--- src/rtl/onewire_search_pkg.sv ---
package onewire_search_pkg;

  typedef enum logic [1:0] {
    OP_RESET = 2'd0,
    OP_READ  = 2'd1,
    OP_WRITE = 2'd2
  } slot_op_t;

  typedef enum logic [2:0] {
    ST_ALL_FOUND = 3'd0,
    ST_NO_RESP   = 3'd1,
    ST_NO_PRES   = 3'd2,
    ST_CRC_BAD   = 3'd3,
    ST_OVERFLOW  = 3'd4
  } search_status_t;

  localparam logic [7:0] SEARCH_CMD = 8'hF0;

  // strobes from control to datapath
  typedef struct packed {
    logic clrAll;     // new search: markers, path, count
    logic clrPass;    // new pass: bit index, crc, rom
    logic capTrue;    // latch true-bit read
    logic decide;     // complement read done: pick direction
    logic advance;    // next bit position
    logic bump;       // pass succeeded: count and path
    logic zeroCount;  // error end
  } dp_ctl_t;

endpackage

--- src/rtl/ows_datapath.sv ---
module ows_datapath
  import onewire_search_pkg::*;
#(
  parameter int ROM_BITS = 64,
  parameter int MAX_DEV  = 8,
  parameter int IDX_W    = $clog2(ROM_BITS),
  parameter int CNT_W    = $clog2(MAX_DEV + 1)
) (
  input  logic                clk,
  input  logic                rstN,
  input  dp_ctl_t             ctl,
  input  logic                slotRdBit,
  output logic                dirBit,
  output logic                bothOnes,
  output logic                lastBit,
  output logic                crcOk,
  output logic                tookZero,
  output logic                nearFull,
  output logic [ROM_BITS-1:0] romData,
  output logic [CNT_W-1:0]    count
);

  logic [IDX_W-1:0]    bitIdx;
  logic                trueBit;
  logic [ROM_BITS-1:0] romReg;
  logic [ROM_BITS-1:0] prevPath;
  logic signed [IDX_W:0] lastZero;
  logic signed [IDX_W:0] prevZero;
  logic [7:0]          crc;

  logic                nxtDir;
  logic                zeroTaken;
  logic signed [IDX_W:0] nxtLast;
  logic signed [IDX_W:0] nxtPrev;
  logic signed [IDX_W:0] idxS;

  function automatic logic [7:0] crcStep(input logic [7:0] c, input logic b);
    logic fb;
    fb = c[0] ^ b;
    return {1'b0, c[7:1]} ^ (fb ? 8'h8C : 8'h00);
  endfunction

  // direction choice for the current bit position
  always_comb begin
    idxS      = $signed({1'b0, bitIdx});
    nxtDir    = 1'b0;
    nxtLast   = lastZero;
    nxtPrev   = prevZero;
    zeroTaken = 1'b0;
    if (trueBit != slotRdBit) begin
      nxtDir = trueBit;
    end else if (idxS < lastZero) begin
      nxtDir = prevPath[bitIdx];
      if (!nxtDir) begin
        nxtPrev   = idxS;
        zeroTaken = 1'b1;
      end
    end else if (idxS == lastZero) begin
      nxtDir  = 1'b1;
      nxtLast = prevZero;
    end else begin
      nxtDir    = 1'b0;
      nxtPrev   = lastZero;
      nxtLast   = idxS;
      zeroTaken = 1'b1;
    end
  end

  always_ff @(posedge clk) begin
    if (!rstN) begin
      bitIdx   <= '0;
      trueBit  <= 1'b0;
      romReg   <= '0;
      prevPath <= '0;
      lastZero <= '1;
      prevZero <= '1;
      crc      <= '0;
      dirBit   <= 1'b0;
      tookZero <= 1'b0;
      count    <= '0;
    end else begin
      if (ctl.clrAll) begin
        lastZero <= '1;
        prevZero <= '1;
        prevPath <= '0;
        count    <= '0;
      end
      if (ctl.clrPass) begin
        bitIdx   <= '0;
        crc      <= '0;
        romReg   <= '0;
        tookZero <= 1'b0;
      end
      if (ctl.capTrue) trueBit <= slotRdBit;
      if (ctl.decide) begin
        dirBit         <= nxtDir;
        romReg[bitIdx] <= nxtDir;
        crc            <= crcStep(crc, nxtDir);
        lastZero       <= nxtLast;
        prevZero       <= nxtPrev;
        if (zeroTaken) tookZero <= 1'b1;
      end
      if (ctl.advance) bitIdx <= bitIdx + 1'b1;
      if (ctl.bump) begin
        count    <= count + 1'b1;
        prevPath <= romReg;
      end
      if (ctl.zeroCount) count <= '0;
    end
  end

  assign bothOnes = trueBit & slotRdBit;
  assign lastBit  = (bitIdx == IDX_W'(ROM_BITS - 1));
  assign crcOk    = (crc == 8'h00);
  assign nearFull = (count == CNT_W'(MAX_DEV - 1));
  assign romData  = romReg;

endmodule

--- src/rtl/ows_ctrl.sv ---
module ows_ctrl
  import onewire_search_pkg::*;
(
  input  logic       clk,
  input  logic       rstN,
  input  logic       start,
  input  logic       slotDone,
  input  logic       slotRdBit,
  input  logic       dirBit,
  input  logic       bothOnes,
  input  logic       lastBit,
  input  logic       crcOk,
  input  logic       tookZero,
  input  logic       nearFull,
  output dp_ctl_t    ctl,
  output logic       slotReq,
  output logic [1:0] slotOp,
  output logic       slotWrBit,
  output logic       busy,
  output logic       romValid,
  output logic       doneValid,
  output logic [2:0] doneStatus
);

  typedef enum logic [3:0] {
    S_IDLE, S_RST_REQ, S_RST_WAIT, S_CMD_REQ, S_CMD_WAIT,
    S_TRUE_REQ, S_TRUE_WAIT, S_COMP_REQ, S_COMP_WAIT,
    S_DIR_REQ, S_DIR_WAIT, S_CHECK
  } state_t;

  state_t         state, nextState;
  logic [2:0]     cmdIdx;
  logic           finish;
  search_status_t finStat;

  always_comb begin
    ctl       = '0;
    slotReq   = 1'b0;
    slotOp    = OP_READ;
    slotWrBit = 1'b1;
    romValid  = 1'b0;
    finish    = 1'b0;
    finStat   = ST_ALL_FOUND;
    nextState = state;
    case (state)
      S_IDLE: if (start) begin
        ctl.clrAll  = 1'b1;
        ctl.clrPass = 1'b1;
        nextState   = S_RST_REQ;
      end
      S_RST_REQ: begin
        slotReq   = 1'b1;
        slotOp    = OP_RESET;
        nextState = S_RST_WAIT;
      end
      S_RST_WAIT: if (slotDone) begin
        if (slotRdBit) nextState = S_CMD_REQ;
        else begin
          finish  = 1'b1;
          finStat = ST_NO_PRES;
        end
      end
      S_CMD_REQ: begin
        slotReq   = 1'b1;
        slotOp    = OP_WRITE;
        slotWrBit = SEARCH_CMD[cmdIdx];
        nextState = S_CMD_WAIT;
      end
      S_CMD_WAIT: if (slotDone)
        nextState = (cmdIdx == 3'd7) ? S_TRUE_REQ : S_CMD_REQ;
      S_TRUE_REQ: begin
        slotReq   = 1'b1;
        nextState = S_TRUE_WAIT;
      end
      S_TRUE_WAIT: if (slotDone) begin
        ctl.capTrue = 1'b1;
        nextState   = S_COMP_REQ;
      end
      S_COMP_REQ: begin
        slotReq   = 1'b1;
        nextState = S_COMP_WAIT;
      end
      S_COMP_WAIT: if (slotDone) begin
        if (bothOnes) begin
          finish  = 1'b1;
          finStat = ST_NO_RESP;
        end else begin
          ctl.decide = 1'b1;
          nextState  = S_DIR_REQ;
        end
      end
      S_DIR_REQ: begin
        slotReq   = 1'b1;
        slotOp    = OP_WRITE;
        slotWrBit = dirBit;
        nextState = S_DIR_WAIT;
      end
      S_DIR_WAIT: if (slotDone) begin
        if (lastBit) nextState = S_CHECK;
        else begin
          ctl.advance = 1'b1;
          nextState   = S_TRUE_REQ;
        end
      end
      S_CHECK: begin
        if (!crcOk) begin
          finish  = 1'b1;
          finStat = ST_CRC_BAD;
        end else begin
          romValid = 1'b1;
          ctl.bump = 1'b1;
          if (!tookZero) begin
            finish  = 1'b1;
            finStat = ST_ALL_FOUND;
          end else if (nearFull) begin
            finish  = 1'b1;
            finStat = ST_OVERFLOW;
          end else begin
            ctl.clrPass = 1'b1;
            nextState   = S_RST_REQ;
          end
        end
      end
      default: nextState = S_IDLE;
    endcase
    if (finish) begin
      nextState     = S_IDLE;
      ctl.zeroCount = (finStat != ST_ALL_FOUND) && (finStat != ST_OVERFLOW);
    end
  end

  always_ff @(posedge clk) begin
    if (!rstN) begin
      state      <= S_IDLE;
      cmdIdx     <= '0;
      doneValid  <= 1'b0;
      doneStatus <= '0;
    end else begin
      state     <= nextState;
      doneValid <= finish;
      if (finish) doneStatus <= finStat;
      if (state == S_RST_WAIT) cmdIdx <= '0;
      else if (state == S_CMD_WAIT && slotDone) cmdIdx <= cmdIdx + 1'b1;
    end
  end

  assign busy = (state != S_IDLE);

endmodule

--- src/rtl/onewire_rom_search.sv ---
module onewire_rom_search
  import onewire_search_pkg::*;
#(
  parameter int  ROM_BYTES = 8,
  parameter int  MAX_DEV   = 8,
  localparam int ROM_BITS  = ROM_BYTES * 8,
  localparam int IDX_W     = $clog2(ROM_BITS),
  localparam int CNT_W     = $clog2(MAX_DEV + 1)
) (
  input  logic                clk,
  input  logic                rstN,
  input  logic                start,
  input  logic                slotDone,
  input  logic                slotRdBit,
  output logic                slotReq,
  output logic [1:0]          slotOp,
  output logic                slotWrBit,
  output logic                busy,
  output logic                romValid,
  output logic [ROM_BITS-1:0] romData,
  output logic                doneValid,
  output logic [2:0]          doneStatus,
  output logic [CNT_W-1:0]    devCount
);

  dp_ctl_t ctl;
  logic    dirBit, bothOnes, lastBit, crcOk, tookZero, nearFull;

  ows_ctrl u_ctrl (
    .clk       (clk),
    .rstN      (rstN),
    .start     (start),
    .slotDone  (slotDone),
    .slotRdBit (slotRdBit),
    .dirBit    (dirBit),
    .bothOnes  (bothOnes),
    .lastBit   (lastBit),
    .crcOk     (crcOk),
    .tookZero  (tookZero),
    .nearFull  (nearFull),
    .ctl       (ctl),
    .slotReq   (slotReq),
    .slotOp    (slotOp),
    .slotWrBit (slotWrBit),
    .busy      (busy),
    .romValid  (romValid),
    .doneValid (doneValid),
    .doneStatus(doneStatus)
  );

  ows_datapath #(
    .ROM_BITS(ROM_BITS),
    .MAX_DEV (MAX_DEV),
    .IDX_W   (IDX_W),
    .CNT_W   (CNT_W)
  ) u_dp (
    .clk      (clk),
    .rstN     (rstN),
    .ctl      (ctl),
    .slotRdBit(slotRdBit),
    .dirBit   (dirBit),
    .bothOnes (bothOnes),
    .lastBit  (lastBit),
    .crcOk    (crcOk),
    .tookZero (tookZero),
    .nearFull (nearFull),
    .romData  (romData),
    .count    (devCount)
  );

endmodule

--- config.mk ---
export PLATFORM = sky130hd
export DESIGN_NAME = onewire_rom_search
export DESIGN_NICKNAME = d
export VERILOG_FILES = /design/src/rtl/onewire_search_pkg.sv /design/src/rtl/ows_datapath.sv /design/src/rtl/ows_ctrl.sv /design/src/rtl/onewire_rom_search.sv
export SDC_FILE = /design/constraint.sdc
export NUM_CORES = 1
export LEC_CHECK = 0
export ABC_AREA = 1
export CORE_MARGIN = 8
export CORE_UTILIZATION = 50
export DETAILED_ROUTE_END_ITERATION = 10
export GPL_ROUTABILITY_DRIVEN = 1
export GPL_TIMING_DRIVEN = 0
export PLACE_DENSITY = 0.76
export SYNTH_ARGS = -nofsm -noshare
export SYNTH_HDL_FRONTEND = slang
export SYNTH_SLANG_ARGS = --single-unit
--- constraint.sdc ---
create_clock -name clk -period 4.9 [get_ports clk]
set_input_delay 0.735 -clock clk [delete_from_list [all_inputs] [get_ports clk]]
set_output_delay 0.735 -clock clk [all_outputs]
set_load 0.05 [all_outputs]
# ---- Word level (Yosys, flattened, before mapping)
# Memory sizes are Yosys's and may differ from the RTL's. A register that Yosys moved wholly into a read port is not among the register bits.
# Index checks and enable logic that the tools add are counted.
# Widths: inputs -> output; s select.
dict set report totals {
  n_memories 1
  regBits 174
  romBits 8
  wordCells 167
  out_inout_bits 78
  in_bits 5
  ram_bits 0
  latchBits 0
}
# memory depth width read_ports rd_clocked_by_memory_dff write_ports line
set mem_list {}
lappend mem_list {{(no name shown)} 8 1 1 1 0 ows_ctrl.sv:66} ;# slotWrBit = SEARCH_CMD[cmdIdx];
dict set report op_classes {
  n_addsub 3
  muxes 90
  n_reduce_logical 19
  multipliers 0
  eq_ne 32
  bitwise_logic 4
  n_div 0
  shift 0
  magnitude_cmp 4
}
# operator count
set ops {}
lappend ops {{$mux 64} 5}
lappend ops {{$mux 7} 10}
lappend ops {{$bwmux 64} 1}
lappend ops {{$mux 4} 14}
lappend ops {{$pmux 4 s12} 1}
lappend ops {{$mux 1} 38}
lappend ops {{$mux 8} 3}
lappend ops {{$ne 2x2->1 const B} 11}
lappend ops {{$mux 3} 7}
lappend ops {{$eq 4x3->1 const B} 5}
lappend ops {{$eq 4x4->1 const B} 4}
lappend ops {{$mux 6} 2}
lappend ops {{$reduce_and 11->1} 1}
lappend ops {{$pmux 3 s3} 1}
lappend ops {{$eq 4x2->1 const B} 2}
lappend ops {{$logic_not 8->1} 1}
lappend ops {{$reduce_bool 2->1} 4}
lappend ops {{$reduce_or 2->1} 4}
lappend ops {{$xor 7x8->8} 1}
lappend ops {{$eq 7x7->1} 1}
lappend ops {{$lt 6x7->1 const B} 1}
lappend ops {{$lt 7x7->1} 1}
lappend ops {{$add 6x1->6 const B} 1}
lappend ops {{$bmux 1 s6} 1}
lappend ops {{26 further kinds} 32}

# ---- Longest topological paths before layout
# Gate-level depths: netlist of run 1.
dict set report logic_depth {
  depth_word 9
  ltp_mapped 15
  ltp_nobuf 14
}

# ---- Hierarchy
# From an unflattened synthesis of run 1, not the netlist that was laid out.
dict set report hier_totals {
  hier_cells 1306
  area_unflattened_um2 8679.6
}
# module n_inst cells_per_inst seq_area_each_um2 area_each_um2
set by_module_without_submodules {}
lappend by_module_without_submodules {ows_datapath 1 1174 3263.1 7842.5}
lappend by_module_without_submodules {ows_ctrl 1 132 240.2 837.1}

# ---- Worst setup path before layout of run 1
# Ideal clock, no wire load.
dict set report synth_path {
  kind {flip-flop to output port}
  start {register u_ctrl.state[3]}
  end {output romValid}
  required_ns 4.165
  n_path_buf 1
  setup_slack_ns 2.538
  stages_incl_launch_ff 8
  t_arrival_ns 1.627
  path_cell_list {dfxtp_1 > inv_2 > nor2_2 > inv_2 > nor2_2 > inv_2 > nor2_4 > clkbuf_1}
}
dict set report synth_between {
  elab_chain_len 2
}
# item line
set synth_rtl {}
lappend synth_rtl {{from (decl)} ows_ctrl.sv:31} ;# state_t state, nextState;
lappend synth_rtl {{from (signal assigned)} ows_ctrl.sv:139} ;# state <= nextState;
lappend synth_rtl {{$eq 4x4->1} ows_ctrl.sv:45} ;# case (state)
lappend synth_rtl {{$mux 1} ows_ctrl.sv:45}
lappend synth_rtl {{to (decl)} onewire_rom_search.sv:19} ;# output logic romValid,
# Every way passes these cells.

# ---- Final worst setup path of run 1
# Same ends and word-level chain as after synthesis.

==> results of run 1 <==
-- through the flow --
stage | setup slack [ns] | instance area [µm²] | std cells | total power, W | hold slack (ns)
floorplan | 2.54 | 8360 | 1257 | 0.00173 | 0.436
global placement | 1.49 | 9450 | 1559 | 0.00183 | 0.449
detailed placement | 1.43 | 9450 | 1559 | 0.00183 | 0.452
CTS | 1.19 | 10000 | 1591 | 0.00318 | 0.462
global route | 1.01 | 10000 | 1591 | 0.00328 | 0.472
finish | 1.18 | 10000 | 1591 | 0.00317 | 0.462
-- area by class of cell --
| class | count | area share (%) |
|---|---|---|
| Sequential cell | 175 | 34.9 |
| Tap cell | 220 | 2.74 |
| Timing Repair Buffer | 82 | 8.18 |
| Inverter | 171 | 6.39 |
| Clock buffer | 18 | 4.28 |
| Clock inverter | 14 | 1.56 |
| Buffer | 61 | 3.07 |
| Multi-Input combinational cell | 850 | 38.9 |
-- power by group through the flow --
stage	clock network [W]	logic, W	registers [W]
floorplan	0	0.000247	0.00148
detailed placement	0	0.000355	0.00148
global placement	0	0.000353	0.00148
global route	0.00143	0.000392	0.00145
CTS	0.00137	0.000356	0.00145
finish	0.00136	0.000361	0.00145
-- logic make-up (layout without fill, tap and decap cells) --
logic type | after synthesis | in the layout | share of synthesized area, %
AOI/OAI and AO/OA | 281 | 281 | 17.7
DFF | 175 | 175 | 41.9
adders and majority gates | 12 | 12 | 1.80
xor gates and xnor gates | 3 | 3 | 0.315
and+or+nand+nor | 553 | 553 | 26.8
muxes | 1 | 1 | 0.135
buffers and inverters | 232 | 346 | 11.4
-- Yosys cell counts --
cell type | count | share of area [%]
o21ai_1 | 21 | 1.3
inv_2 | 7 | 0.31
nand2_2 | 2 | 0.15
buf_1 | 3 | 0.13
nand3_1 | 58 | 3.5
ha_1 | 12 | 1.8
inv_1 | 164 | 7.4
buf_4 | 15 | 1.3
nor2_4 | 1 | 0.13
nand2_1 | 279 | 13
nand3b_1 | 2 | 0.18
nor2_1 | 188 | 8.4
nand3_2 | 1 | 0.12
nor2_2 | 5 | 0.37
a211oi_1 | 6 | 0.54
a221oi_1 | 1 | 0.10
clkbuf_1 | 25 | 1.1
o21ai_2 | 1 | 0.10
mux2_2 | 1 | 0.13
buf_2 | 18 | 1.1
o21ai_0 | 70 | 4.2
xnor2_1 | 2 | 0.21
a31oi_1 | 1 | 0.075
nor3_1 | 6 | 0.36
o211ai_1 | 15 | 1.3
dfxtp_1 | 175 | 42
o2111ai_1 | 2 | 0.21
or2_2 | 5 | 0.37
a21oi_1 | 162 | 9.7
nor4_4 | 1 | 0.25
nand4_1 | 5 | 0.37
xor2_1 | 1 | 0.10
o22ai_1 | 2 | 0.15
-- worst register-to-register path: cells and delay by family (launching register included) --
kind	cells	cell delay, ns
AO/OA/AOI/OAI	3	0.35
adder cells (fa/ha/maj)	2	0.55
buffers and inverters	5	0.94
flip-flops	1	0.36
AND/OR/NAND/NOR	4	0.60
-- sequential cells by signal, indices dropped and copies added, names as in the netlist, named ones only --
| name | count |
|---|---|
| u_dp.romData | 64 |
| u_dp.bitIdx | 6 |
| u_dp.lastZero | 7 |
| u_dp.dirBit | 1 |
| u_ctrl.doneValid | 1 |
| u_ctrl.cmdIdx | 3 |
| u_dp.tookZero | 1 |
| u_dp.prevZero | 7 |
| u_dp.count | 4 |
| u_dp.prevPath | 64 |
| u_dp.crc | 8 |
| u_dp.trueBit | 1 |
| u_ctrl.state | 4 |
| u_ctrl.doneStatus | 3 |
-- worst min path at each step --
stage,endpoint,start,cells past startpoint
floorplan,u_dp.prevPath[50]$_SDFFE_PN0P_,u_dp.prevPath[50]$_SDFFE_PN0P_,2
global placement,u_dp.prevPath[39]$_SDFFE_PN0P_,u_dp.prevPath[39]$_SDFFE_PN0P_,2
detailed placement,u_dp.prevPath[35]$_SDFFE_PN0P_,u_dp.prevPath[35]$_SDFFE_PN0P_,2
CTS,u_dp.prevPath[15]$_SDFFE_PN0P_,u_dp.prevPath[15]$_SDFFE_PN0P_,2
global route,u_dp.prevPath[1]$_SDFFE_PN0P_,u_dp.prevPath[1]$_SDFFE_PN0P_,2
finish,u_dp.prevPath[30]$_SDFFE_PN0P_,u_dp.prevPath[30]$_SDFFE_PN0P_,2
-- per-layer routing --
layer  vias to the layer above  wire [µm]
met4                         0        668
met5                         -          0
met2                       268      11600
li1                       4200          -
met1                      3849      10700
met3                        57       1550
==> out/qor.csv, run 1 <==
stage;metric;value;unit
run_status;status;finished clean;
power;peakVddDrop;273;µV
place;portBuffers;82;
timing;skew;0.0111;ns
timing;fmax;269;MHz
detailed_routing;dr.pass1.iters;7;
logic_synthesis;syn_nets;1274;
final_layout;multi_input_comb_area;3900;µm²
clocking;cts_setup_buffers;0;
grt;grt_use_met2;37.4;%
grt;grtUsageMet1;28.5;%
power;p_clk_share;43.0;%
logic_synthesis;yosysWarningCount;0;
timing;tns;0;ns
final_layout;diodes;0;
critical_path;crit_path_end;romValid;
detailed_routing;final_antenna_net_count;0;
floorplanning;die_x;145;µm
detailed_routing;route.vias.total;8374;
critical_path;crit_path_end_kind;output port;
detailed_routing;drt_iter0_drc;644;
floorplanning;dieArea;21100;µm²
critical_path;cp.arrival;2.99;ns
timing;setup_viol;0;
logic_synthesis;syn_inst;1257;
place;dp_hpwl;17.0;mm
final_layout;fin_util;61.0;%
floorplanning;die_y;145;µm
critical_path;worst-setup-path-type;flop to output port;
grt;grt_pass1_vias;7754;
power;p_leak;3.69;nW
clocking;h-tree-depth;4;
final_layout;layout_commonest_cell;nand2_1;
clocking;root_buffer;clkbuf_16;
final_layout;ff_latch_area;3500;µm²
critical_path;cp_max_fo;10;
critical_path;r2r-end;u_dp.romData[62]$_SDFF_PN0_;
power;p_per_area;316;nW/µm²
timing;report.final.slew_viol_count;0;
grt;grt_util_all_layers;22.9;%
critical_path;max_stage_delay;0.90;ns
detailed_routing;drc;0;
critical_path;crit_family;buffers and inverters;
critical_path;critPathBufInv;5;
logic_synthesis;synth_seq_cells;175;
critical_path;r2r_slack;1.99;ns
critical_path;ff2ff_path_depth;14;
clocking;hold_buffers;0;
final_layout;area_delta_synth_final;20.1;%
critical_path;startpoint;u_ctrl.state[3]$_SDFFE_PP0P_;
hold_path;hp-class;flop to flop;
grt;grt_max_degree;17;
critical_path;crit_required;4.16;ns
clocking;clk_pin_slew_worst_paths;0.07;ns
grt;antenna_found_initial;0;
critical_path;r2r_start;u_dp.bitIdx[0]$_SDFFE_PN0P_;
grt;grt_pass1_wl;39.4;mm
grt;grt_overflow_total;0;
critical_path;crit_chain;inv_2 > nor2_2 > inv_2 > nor2_2 > inv_2 > nor2_4 > clkbuf_1 > clkdlybuf4s50_1;
timing;finalHoldViolations;0;
place;routabilityCongestion;0.905;
timing;min_period;3.72;ns
timing;period_share;76.0;%
power;p_int;0.00229;W
timing;tightestPinTransition;0.812;ns
floorplanning;initial_utilization;50.7;%
detailed_routing;wl_per_cell;15.4;µm
power;p_switching;0.000880;W
final_layout;layout_common_cells;nand2_1 (279), nor2_1 (188), dfxtp_1 (175);
power;p_seq_share;45.7;%
final_layout;drive_gt1_share;6.42;%
clocking;cts_made_buffers;17;
floorplanning;ioPinCount;83;
final_layout;fin_nets;1375;
detailed_routing;via_per_inst;5.26;
run;drv_cap;0;
logic_synthesis;synth_seq_area_share;41.9;%
logic_synthesis;synth_cell_types;33;
logic_synthesis;avgSynthCellArea;6.65;µm²
floorplanning;rows;47;
critical_path;cpMostUsedCell;inv_2;
detailed_routing;wl;24.6;mm
timing;rsz0062_at_grt;false;
critical_path;slowest_stage;clkdlybuf4s50_1;
grt;grt_util_met3;4.63;%
clocking;cts_num_sinks;175;
power;share_comb_of_total_power;11.4;%
floorplanning;core_area;16500;µm²
critical_path;startpoint_type;flop;
power;swShare;27.8;%
grt;grt_busiest_layer;met2;
clocking;clk-insertion-delay-late;0.44;ns
timing;slew_headroom;45.7;%
clocking;cts_buffer_depth;2;
clocking;cts_resized;0;
final_layout;n_fill_cell;1579;
critical_path;path_depth;8;
logic_synthesis;synth_area;8360;µm²
clocking;tritoncts;built;
(Power assumes the default switching activity.)
==> run 2, diff against run 1 <==
==> constraint.sdc (replaced) <==
create_clock -name clk -period 3.45 [get_ports clk]
set_input_delay 0.5175 -clock clk [delete_from_list [all_inputs] [get_ports clk]]
set_output_delay 0.5175 -clock clk [all_outputs]
set_load 0.05 [all_outputs]
==> run 2 against run 1 <==
- flip-flop and latch count stayed put
- worst hold slack stayed put
- first-iteration DRC count stayed put
- total power is 42% higher
- largest cell class unchanged
==> out/qor.csv, run 2 (synthesis results as in run 1) <==
stage;metric;value;unit;change
run_status;status;finished clean;;unchanged
critical_path;cp.arrival;2.68;ns;was 2.99 ns
power;peakVddDrop;387;µV;was 273 µV
timing;report.final.slew_viol_count;0;;unchanged
final_layout;fin_nets;1375;;unchanged
critical_path;crit_path_end;romValid;;unchanged
power;p_int;0.00325;W;was 0.00229 W
critical_path;r2r-end;u_dp.romData[62]$_SDFF_PN0_;;unchanged
clocking;cts_buffer_depth;2;;unchanged
final_layout;fin_util;60.9;%;was 61.0%
timing;period_share;92.6;%;
timing;tightestPinTransition;0.813;ns;was 0.812 ns
floorplanning;ioPinCount;83;;unchanged
power;share_comb_of_total_power;11.4;%;about the same
detailed_routing;drt_iter0_drc;644;;unchanged
clocking;cts_made_buffers;17;;unchanged
timing;min_period;3.19;ns;
timing;hold_ws;0.462;ns;unchanged
final_layout;layout_commonest_cell;nand2_1;;unchanged
place;placed_area;9450;µm²;unchanged
critical_path;critPathBufInv;5;;unchanged
clocking;root_buffer;clkbuf_16;;unchanged
final_layout;layout_common_cells;nand2_1 (279), nor2_1 (188), dfxtp_1 (175);;unchanged
final_layout;drive_gt1_share;6.42;%;unchanged
detailed_routing;highest_layer;met4;;unchanged
floorplanning;rows;47;;unchanged
grt;grt_max_degree;17;;unchanged
grt;grt_pass1_wl;39.4;mm;unchanged
floorplanning;initial_utilization;50.7;%;unchanged
detailed_routing;final_antenna_net_count;0;;unchanged
clocking;h-tree-depth;4;;unchanged
critical_path;crit_chain;inv_2 > nor2_2 > inv_2 > nor2_2 > inv_2 > nor2_4 > clkbuf_1 > dlygate4sd2_1;;was inv_2 > nor2_2 > inv_2 > nor2_2 > inv_2 > nor2_4 > clkbuf_1 > clkdlybuf4s50_1
detailed_routing;wl;24.6;mm;about the same
grt;antenna_found_initial;0;;unchanged
floorplanning;dieArea;21100;µm²;unchanged
grt;grt_util_all_layers;22.9;%;unchanged
grt;grt_overflow_total;0;;unchanged
timing;setup_viol;0;;unchanged
detailed_routing;via_per_inst;5.27;;was 5.26
power;p_per_area;449;nW/µm²;was 316 nW/µm²
timing;tns;0;ns;unchanged
clocking;clk_pin_slew_worst_paths;0.07;ns;about the same
critical_path;slowest_stage;dlygate4sd2_1;;was clkdlybuf4s50_1
power;p_clk_share;43.0;%;about the same
clocking;tritoncts;built;;unchanged
hold_path;hp-class;flop to flop;;unchanged
clocking;clk-insertion-delay-late;0.44;ns;about the same
detailed_routing;dr.pass1.iters;7;;unchanged
floorplanning;die_y;145;µm;unchanged
critical_path;cpMostUsedCell;inv_2;;unchanged
run;drv_cap;0;;unchanged
timing;skew;0.0111;ns;about the same
detailed_routing;met3WireLength;1.58;mm;was 1.55 mm
critical_path;ff2ff_path_depth;14;;unchanged
final_layout;area_delta_synth_final;20.1;%;about the same
critical_path;worst-setup-path-type;flop to output port;;unchanged
floorplanning;core_area;16500;µm²;unchanged
detailed_routing;wl_met2;11.6;mm;about the same
clocking;hold_buffers;0;;unchanged
critical_path;max_stage_delay;0.59;ns;was 0.90 ns
critical_path;crit_family;buffers and inverters;;unchanged
critical_path;r2r_slack;0.54;ns;was 1.99 ns
power;p_seq_share;45.7;%;about the same
timing;finalHoldViolations;0;;unchanged
place;routabilityCongestion;0.905;;unchanged
critical_path;path_depth;8;;unchanged
power;swShare;27.8;%;about the same
timing;slew_headroom;45.6;%;was 45.7%
detailed_routing;met1_length;10.7;mm;about the same
detailed_routing;wl_per_cell;15.4;µm;about the same
timing;rsz0062_at_grt;false;;unchanged
detailed_routing;route.vias.total;8383;;was 8374
place;dp_hpwl;17.0;mm;unchanged
critical_path;cp_max_fo;10;;unchanged
power;p_leak;3.69;nW;about the same
critical_path;startpoint;u_ctrl.state[3]$_SDFFE_PP0P_;;unchanged
critical_path;startpoint_type;flop;;unchanged
critical_path;crit_required;2.93;ns;was 4.16 ns
final_layout;final_area;10000;µm²;about the same
power;p_switching;0.00125;W;was 0.000880 W
critical_path;r2r_start;u_dp.bitIdx[0]$_SDFFE_PN0P_;;unchanged
grt;grt_pass1_vias;7754;;unchanged
clocking;cts_num_sinks;175;;unchanged
floorplanning;die_x;145;µm;unchanged
final_layout;diodes;0;;unchanged
detailed_routing;drc;0;;unchanged
timing;fmax;313;MHz;
place;portBuffers;82;;unchanged
critical_path;crit_path_end_kind;output port;;unchanged
[run 2: power groups by stage]
stage	registers, W	clock network [W]	logic [W]
after CTS	0.00206	0.00195	0.000506
after global routing	0.00206	0.00204	0.000556
after detailed placement	0.00210	0	0.000505
after global placement	0.00210	0	0.000502
after floorplan	0.00210	0	0.000351
final	0.00206	0.00193	0.000512
[run 2: worst reg2reg max path: cells and delay by family (launching register included)]
kind	cells	cell delay, ns
adder cells (fa/ha/maj)	2	0.55
buffers and inverters	5	0.94
AO/OA/AOI/OAI	3	0.35
flip-flops	1	0.36
AND/OR/NAND/NOR	4	0.60
[run 2: layout make-up]
type	instances	area (µm²)
Buffer	61	308
Clock buffer	18	429
Clock inverter	14	156
Fill cell	1580	6430
Inverter	171	642
Multi-Input combinational cell	850	3900
Sequential cell	175	3500
Tap cell	220	275
Timing Repair Buffer	82	820
[run 2: layer usage]
layer | track usage (%) | vias to the layer above
li1 | - | 4199
met1 | 28.5 | 3853
met2 | 37.4 | 274
met3 | 4.63 | 57
met4 | 10.7 | 0
met5 | 0 | -
[run 2: metrics by stage]
step	total power [W]	instances	worst slack, ns
after floorplan	0.00245	1257	1.19
after global placement	0.00260	1559	0.257
after detailed placement	0.00261	1559	0.198
after CTS	0.00451	1591	0.267
after global routing	0.00465	1591	0.0922
final	0.00450	1591	0.256
[run 2: worst min path at each step]
stage,end,cells past startpoint,start
after floorplan,u_dp.prevPath[50]$_SDFFE_PN0P_,2,u_dp.prevPath[50]$_SDFFE_PN0P_
after global placement,u_dp.prevPath[39]$_SDFFE_PN0P_,2,u_dp.prevPath[39]$_SDFFE_PN0P_
after detailed placement,u_dp.prevPath[35]$_SDFFE_PN0P_,2,u_dp.prevPath[35]$_SDFFE_PN0P_
after CTS,u_dp.prevPath[15]$_SDFFE_PN0P_,2,u_dp.prevPath[15]$_SDFFE_PN0P_
after global routing,u_dp.prevPath[1]$_SDFFE_PN0P_,2,u_dp.prevPath[1]$_SDFFE_PN0P_
final,u_dp.prevPath[30]$_SDFFE_PN0P_,2,u_dp.prevPath[30]$_SDFFE_PN0P_
[run 2: timing repair]
item / 4_1_cts / 5_1_grt
endpoints found under the hold margin: 0 / 0
gates resized for setup: 1 / 0
setup endpoints to repair: 1 / 0
buffers inserted: 0 / 0
